File: config.mk
export PLATFORM = sky130hd
export DESIGN_NAME = seg_xlat
export DESIGN_NICKNAME = d
export VERILOG_FILES = /design/src/rtl/seg_xlat_pkg.sv /design/src/rtl/seg_table.sv /design/src/rtl/seg_check.sv /design/src/rtl/seg_xlat.sv
export SDC_FILE = /design/constraint.sdc
export NUM_CORES = 1
export LEC_CHECK = 0
export BUFFER_PORTS_ARGS = -buffer_cell sky130_fd_sc_hd__clkbuf_2
export CAP_MARGIN = 0
export CORE_MARGIN = 4
export CORE_UTILIZATION = 55
export DETAILED_ROUTE_END_ITERATION = 10
export HOLD_SLACK_MARGIN = 0.03
export PLACE_DENSITY = 0.75
export SLEW_MARGIN = 20
export SYNTH_ARGS = -nofsm -noshare
export SYNTH_HDL_FRONTEND = slang
export SYNTH_SLANG_ARGS = --single-unit
File: constraint.sdc
create_clock -name clk -period 5.9 [get_ports clk]
set_input_delay 1.18 -clock clk [delete_from_list [all_inputs] [get_ports clk]]
set_output_delay 1.18 -clock clk [all_outputs]
set_load 0.1 [all_outputs]
File: src/rtl/seg_xlat_pkg.sv
package seg_xlat_pkg;

    localparam int SEG_BITS = 2;
    localparam int OFF_BITS = 12;
    localparam int VA_BITS  = SEG_BITS + OFF_BITS;
    localparam int PA_BITS  = 16;
    localparam int LEN_BITS = OFF_BITS + 1;
    localparam int NUM_SEGS = 1 << SEG_BITS;

    typedef enum logic [1:0] {
        ACC_READ  = 2'd0,
        ACC_WRITE = 2'd1,
        ACC_EXEC  = 2'd2,
        ACC_RSVD  = 2'd3
    } acc_kind_e;

    typedef enum logic [1:0] {
        CAUSE_NONE    = 2'd0,
        CAUSE_INVALID = 2'd1,
        CAUSE_BOUND   = 2'd2,
        CAUSE_PERM    = 2'd3
    } fault_cause_e;

    // bit 2 execute, bit 1 write, bit 0 read
    typedef struct packed {
        logic x;
        logic w;
        logic r;
    } rights_t;

    typedef struct packed {
        logic                valid;
        logic [PA_BITS-1:0]  base;
        logic [LEN_BITS-1:0] len;
        rights_t             rights;
    } seg_entry_t;

    function automatic seg_entry_t boot_entry(input int idx);
        seg_entry_t e;
        e = '0;
        case (idx)
            0: begin e.valid = 1'b1; e.base = 16'h4000; e.len = 13'h0700; e.rights = '{x:1'b1, w:1'b0, r:1'b1}; end
            1: begin e.valid = 1'b1; e.base = 16'h0000; e.len = 13'h0500; e.rights = '{x:1'b0, w:1'b1, r:1'b1}; end
            3: begin e.valid = 1'b1; e.base = 16'h2000; e.len = 13'h1000; e.rights = '{x:1'b0, w:1'b1, r:1'b1}; end
            default: e = '0;
        endcase
        return e;
    endfunction

    function automatic logic right_granted(input rights_t rt, input acc_kind_e kind);
        case (kind)
            ACC_READ:  return rt.r;
            ACC_WRITE: return rt.w;
            ACC_EXEC:  return rt.x;
            default:   return 1'b0;
        endcase
    endfunction

endpackage

File: src/rtl/seg_table.sv
module seg_table
    import seg_xlat_pkg::*;
(
    input  logic                clk,
    input  logic                rst,
    input  logic                wr_en,
    input  logic [SEG_BITS-1:0] wr_idx,
    input  seg_entry_t          wr_entry,
    input  logic [SEG_BITS-1:0] rd_idx,
    output seg_entry_t          rd_entry
);

    seg_entry_t entries_q [NUM_SEGS];

    always_ff @(posedge clk) begin
        if (rst) begin
            for (int i = 0; i < NUM_SEGS; i++) begin
                entries_q[i] <= boot_entry(i);
            end
        end else if (wr_en) begin
            entries_q[wr_idx] <= wr_entry;
        end
    end

    assign rd_entry = entries_q[rd_idx];


    write_lands_chk: assert property (@(posedge clk) disable iff (rst)
        wr_en |=> (entries_q[$past(wr_idx)] == $past(wr_entry)));

endmodule

File: src/rtl/seg_check.sv
module seg_check
    import seg_xlat_pkg::*;
(
    input  seg_entry_t          entry,
    input  logic [OFF_BITS-1:0] offset,
    input  acc_kind_e           kind,
    output fault_cause_e        cause,
    output logic [PA_BITS-1:0]  paddr
);

    logic in_bound;
    logic allowed;

    assign in_bound = {1'b0, offset} < entry.len;
    assign allowed  = right_granted(entry.rights, kind);

    always_comb begin
        if (!entry.valid)   cause = CAUSE_INVALID;
        else if (!in_bound) cause = CAUSE_BOUND;
        else if (!allowed)  cause = CAUSE_PERM;
        else                cause = CAUSE_NONE;
    end

    assign paddr = (cause == CAUSE_NONE)
                 ? entry.base + PA_BITS'(offset)
                 : '0;

endmodule

File: src/rtl/seg_xlat.sv
module seg_xlat
    import seg_xlat_pkg::*;
(
    input  logic        clk,
    input  logic        rst,
    input  logic        req_valid,
    input  logic [13:0] req_vaddr,
    input  logic [1:0]  req_kind,
    input  logic        tbl_we,
    input  logic [1:0]  tbl_idx,
    input  logic        tbl_valid,
    input  logic [15:0] tbl_base,
    input  logic [12:0] tbl_len,
    input  logic [2:0]  tbl_perm,
    output logic        rsp_valid,
    output logic [15:0] rsp_paddr,
    output logic        rsp_fault,
    output logic [1:0]  rsp_cause
);

    seg_entry_t          wr_entry;
    seg_entry_t          cur_entry;
    logic [SEG_BITS-1:0] seg_num;
    logic [OFF_BITS-1:0] offset;
    fault_cause_e        cause_d;
    logic [PA_BITS-1:0]  paddr_d;

    assign seg_num = req_vaddr[VA_BITS-1:OFF_BITS];
    assign offset  = req_vaddr[OFF_BITS-1:0];

    always_comb begin
        wr_entry        = '0;
        wr_entry.valid  = tbl_valid;
        wr_entry.base   = tbl_base;
        wr_entry.len    = tbl_len;
        wr_entry.rights = rights_t'(tbl_perm);
    end

    seg_table table_i (
        .clk      (clk),
        .rst      (rst),
        .wr_en    (tbl_we),
        .wr_idx   (tbl_idx),
        .wr_entry (wr_entry),
        .rd_idx   (seg_num),
        .rd_entry (cur_entry)
    );

    seg_check check_i (
        .entry  (cur_entry),
        .offset (offset),
        .kind   (acc_kind_e'(req_kind)),
        .cause  (cause_d),
        .paddr  (paddr_d)
    );

    always_ff @(posedge clk) begin
        if (rst) begin
            rsp_valid <= 1'b0;
            rsp_paddr <= '0;
            rsp_fault <= 1'b0;
            rsp_cause <= CAUSE_NONE;
        end else begin
            rsp_valid <= req_valid;
            if (req_valid) begin
                rsp_paddr <= paddr_d;
                rsp_fault <= (cause_d != CAUSE_NONE);
                rsp_cause <= cause_d;
            end
        end
    end


    rsp_follows_req_chk: assert property (@(posedge clk) disable iff (rst)
        req_valid |=> rsp_valid);


    no_spurious_rsp_chk: assert property (@(posedge clk) disable iff (rst)
        !req_valid |=> !rsp_valid);


    invalid_seg_fault_chk: assert property (@(posedge clk) disable iff (rst)
        (req_valid && !cur_entry.valid) |=> (rsp_fault && rsp_cause == CAUSE_INVALID));


    fault_zero_addr_chk: assert property (@(posedge clk) disable iff (rst)
        (rsp_valid && rsp_fault) |-> (rsp_paddr == '0 && rsp_cause != CAUSE_NONE));

endmodule

==> impl_metrics.ini <==
[status]
status = complete, no violations

[timing]
rsz0062_at_grt = false
maxSlewHeadroom = 0.3438
whs_ns = 0.4591
maxSlewViolCount = 0
tightestPinTransition_ns = 0.9843
period_minus_slack_ns = 3.960
hold_viol_final = 0
final.setup_skew_ns = 0.004610
timing.fmax_mhz = 252.5
setup_tns_ns = 0
fin_crit_sh = 0.6711
setup_viol = 0

[yosys]
synth_area_leaders = edfxtp_1 54%, and2_1 10%, mux4_2 9.0%
synth_cell_types = 51
syn_avg_cell_area_sq_um = 14.23
synthArstFlopShare = 0
synth_top_area_share = 0.5441
synth.cell_area_sq_um = 7284
yosysSeqAreaShare = 0.5991
ys_warn_count = 0
synth-main-ff-cell = edfxtp_1
synth_seq_cells = 152
synth_top_cell_by_area = edfxtp_1
synth_edf_count = 132
synth_cells = 512
syn_nets = 591

[worst_hold_path]
hold_depth = 2
holdCritStartpoint = rsp_paddr[11]
whs_endpoint = rsp_paddr[11]
hp-class = flop to flop

[clock_network]
cts_tree = done
path_clk_slew_ns = 0.06
cts_buffers = 17
cts_resized = 0
clock_latency_ns = 0.41
h-tree-depth = 4
cts_setup_buffers = 0
holdBufCountCts = 0
clockBufferDepth = 2
clockRootBuffer = clkbuf_16
cts_sinks = 152

[placed_design]
placed_area_sq_um = 7805
gp_congestion = 0.8036
io_buffers = 74
dpl.hpwl_mm = 9.792

[global_routing]
antenna_found_initial = 0
grt_max_degree = 35
grt_pass1_wl_mm = 24.88
grt-ovfl-total = 0
grt_util_all_layers = 0.2260
grt_pass1_vias = 4584

[cells_and_area]
num_antenna_cells = 0
layout-drive-gt1-share = 0.2567
area_growth_pct = 14.89
finalNetCount = 666
design_area_sq_um = 8369

[route]
via_per_inst = 5.728
wirelength_mm = 15.86
dr.pass1.iters = 5
vias = 4422
final_antenna_net_count = 0
wire_per_inst_um = 20.54
drc = 0
drt_iter0_drc = 460

[power]
worst_ir_drop_vdd_uv = 235.1
power.internal_w = 0.001973
switching_share = 0.2573
p_seq_frac = 0.477
p_per_area_nw_per_um2 = 317.4
pwr-share-clk = 0.379
p_comb_frac = 0.143
leakage_nw = 3.205
switchingPower_w = 0.0006835

[floorplan]
die_width_um = 123.1
io_pins = 75
rows = 41
dieArea_sq_um = 15150
coreArea_sq_um = 12770
die_h_um = 123.1
start_util = 0.5703

[setup_path]
required_ns = 6.19
crit_arrival_ns = 4.25
crit_chain = clkbuf_2 > buf_4 > mux4_2 > ha_1 > fa_1 > a21oi_1 > o21bai_1 > nand3_1 > a21boi_0 > o21a_1 > nor3_1 > o31ai_4
reg2reg_depth = 10
reg2reg_from = table_i.entries_q[3][16]
start_kind = input port
cpPeakStageDelay_ns = 0.60
cp-end-kind = flop
crit_fanout = 33
rrSetupSlack_ns = 3.13
cp_slowest_cell = mux4_2
worstSetupPathType = input port to flop
rr_endpoint = rsp_paddr[12]

[job]
max-cap-violations = 0
synth_stat cells, types with 5 or more instances:
library cell	number
edfxtp_1	132
and2_1	118
mux4_2	29
ha_1	23
dfxtp_1	20
nand2b_1	18
clkbuf_1	17
nor2_1	15
inv_1	14
nand2_1	14
a21oi_1	13
a22oi_1	9
nand3_1	9
o21ai_0	9
xor2_1	7
xnor2_1	5
stage by stage:
stage               setup slack [ns]  std cells  total power [W]    util
detailed placement             1.535        740         0.001669  0.6110
floorplan                      1.919        512         0.001558       -
global placement               1.626        740         0.001653  0.6110
finish                         1.940        772         0.002657  0.6552
CTS                            1.929        772         0.002666  0.6545
global route                   1.640        772         0.002749  0.6552
cell type report:
class,count,area (sq um)
multi-input cells,323,2774
clock buffers,18,429.2
repair buffers,79,407.9
clock inverters,14,126.4
fillers,932,4404
inverters,14,52.55
flip-flops and latches,152,4364
well taps,172,215.2
worst max-delay path by stage:
stage / start / to
floorplan: req_vaddr[12] / rsp_paddr[9]
finish: req_vaddr[12] / rsp_paddr[12]
global route: req_vaddr[12] / rsp_paddr[14]
detailed placement: req_vaddr[12] / rsp_paddr[12]
global placement: req_vaddr[12] / rsp_paddr[9]
CTS: req_vaddr[12] / rsp_paddr[12]
cells in the final DEF, fill, tap and decap left out, types with 2 or more instances in the layout:
cell type   count
edfxtp_1      132
and2_1        118
clkbuf_2       74
mux4_2         29
ha_1           23
dfxtp_1        20
nand2b_1       18
clkbuf_16      17
nor2_1         15
inv_1          14
nand2_1        14
a21oi_1        13
nand3_1         9
a22oi_1         9
o21ai_0         9
xor2_1          7
xnor2_1         5
clkinv_4        5
buf_4           5
mux4_1          4
clkinv_2        4
or2_2           3
nor3b_2         3
a21o_1          3
nand4_1         3
o21ai_1         3
a31oi_1         3
o21a_1          3
nor3_1          3
nor2b_4         2
and3_1          2
a21boi_0        2
o21bai_1        2
clkinvlp_4      2
inv_6           2
routing by layer:
| metal | part of all wire | track usage | vias up |
|---|---|---|---|
| met1 | 0.42 | 0.2964 | 2200 |
| met5 | 0 | 0 | - |
| li1 | - | - | 2054 |
| met2 | 0.50 | 0.3772 | 138 |
| met4 | 0.024 | 0.08858 | 0 |
| met3 | 0.051 | 0.04163 | 30 |
kinds of logic after synthesis:
family	after synthesis	share of synthesized area
AO/OA/AOI/OAI	58	0.05513
buffers and inverters	37	0.02439
AND/OR/NAND/NOR	195	0.1592
flip-flops	152	0.5991
adder cells (fa/ha/maj)	24	0.04225
XOR/XNOR	12	0.01443
multiplexers	34	0.1055
state kept, by name, indices dropped and copies added, names as in the netlist:
name and flops:
rsp_cause 2, rsp_fault 1, rsp_paddr 16, rsp_valid 1, table_i.entries_q 132
power by group through the flow:
stage | Clock (W) | Combinational (W) | Sequential, W
detailed placement | 0 | 0.000377 | 0.00129
global placement | 0 | 0.000368 | 0.00129
finish | 0.00101 | 0.000381 | 0.00127
CTS | 0.00102 | 0.000381 | 0.00127
floorplan | 0 | 0.000227 | 0.00133
global route | 0.00106 | 0.000415 | 0.00127
worst max-delay path: cells and delay by family:
family,cells,cell delay (ns)
AO/OA/AOI/OAI,5,0.74
adder cells (fa/ha/maj),2,0.63
buffers and inverters,2,0.63
multiplexers,1,0.60
AND/OR/NAND/NOR,2,0.44
(Power assumes the default switching activity.)
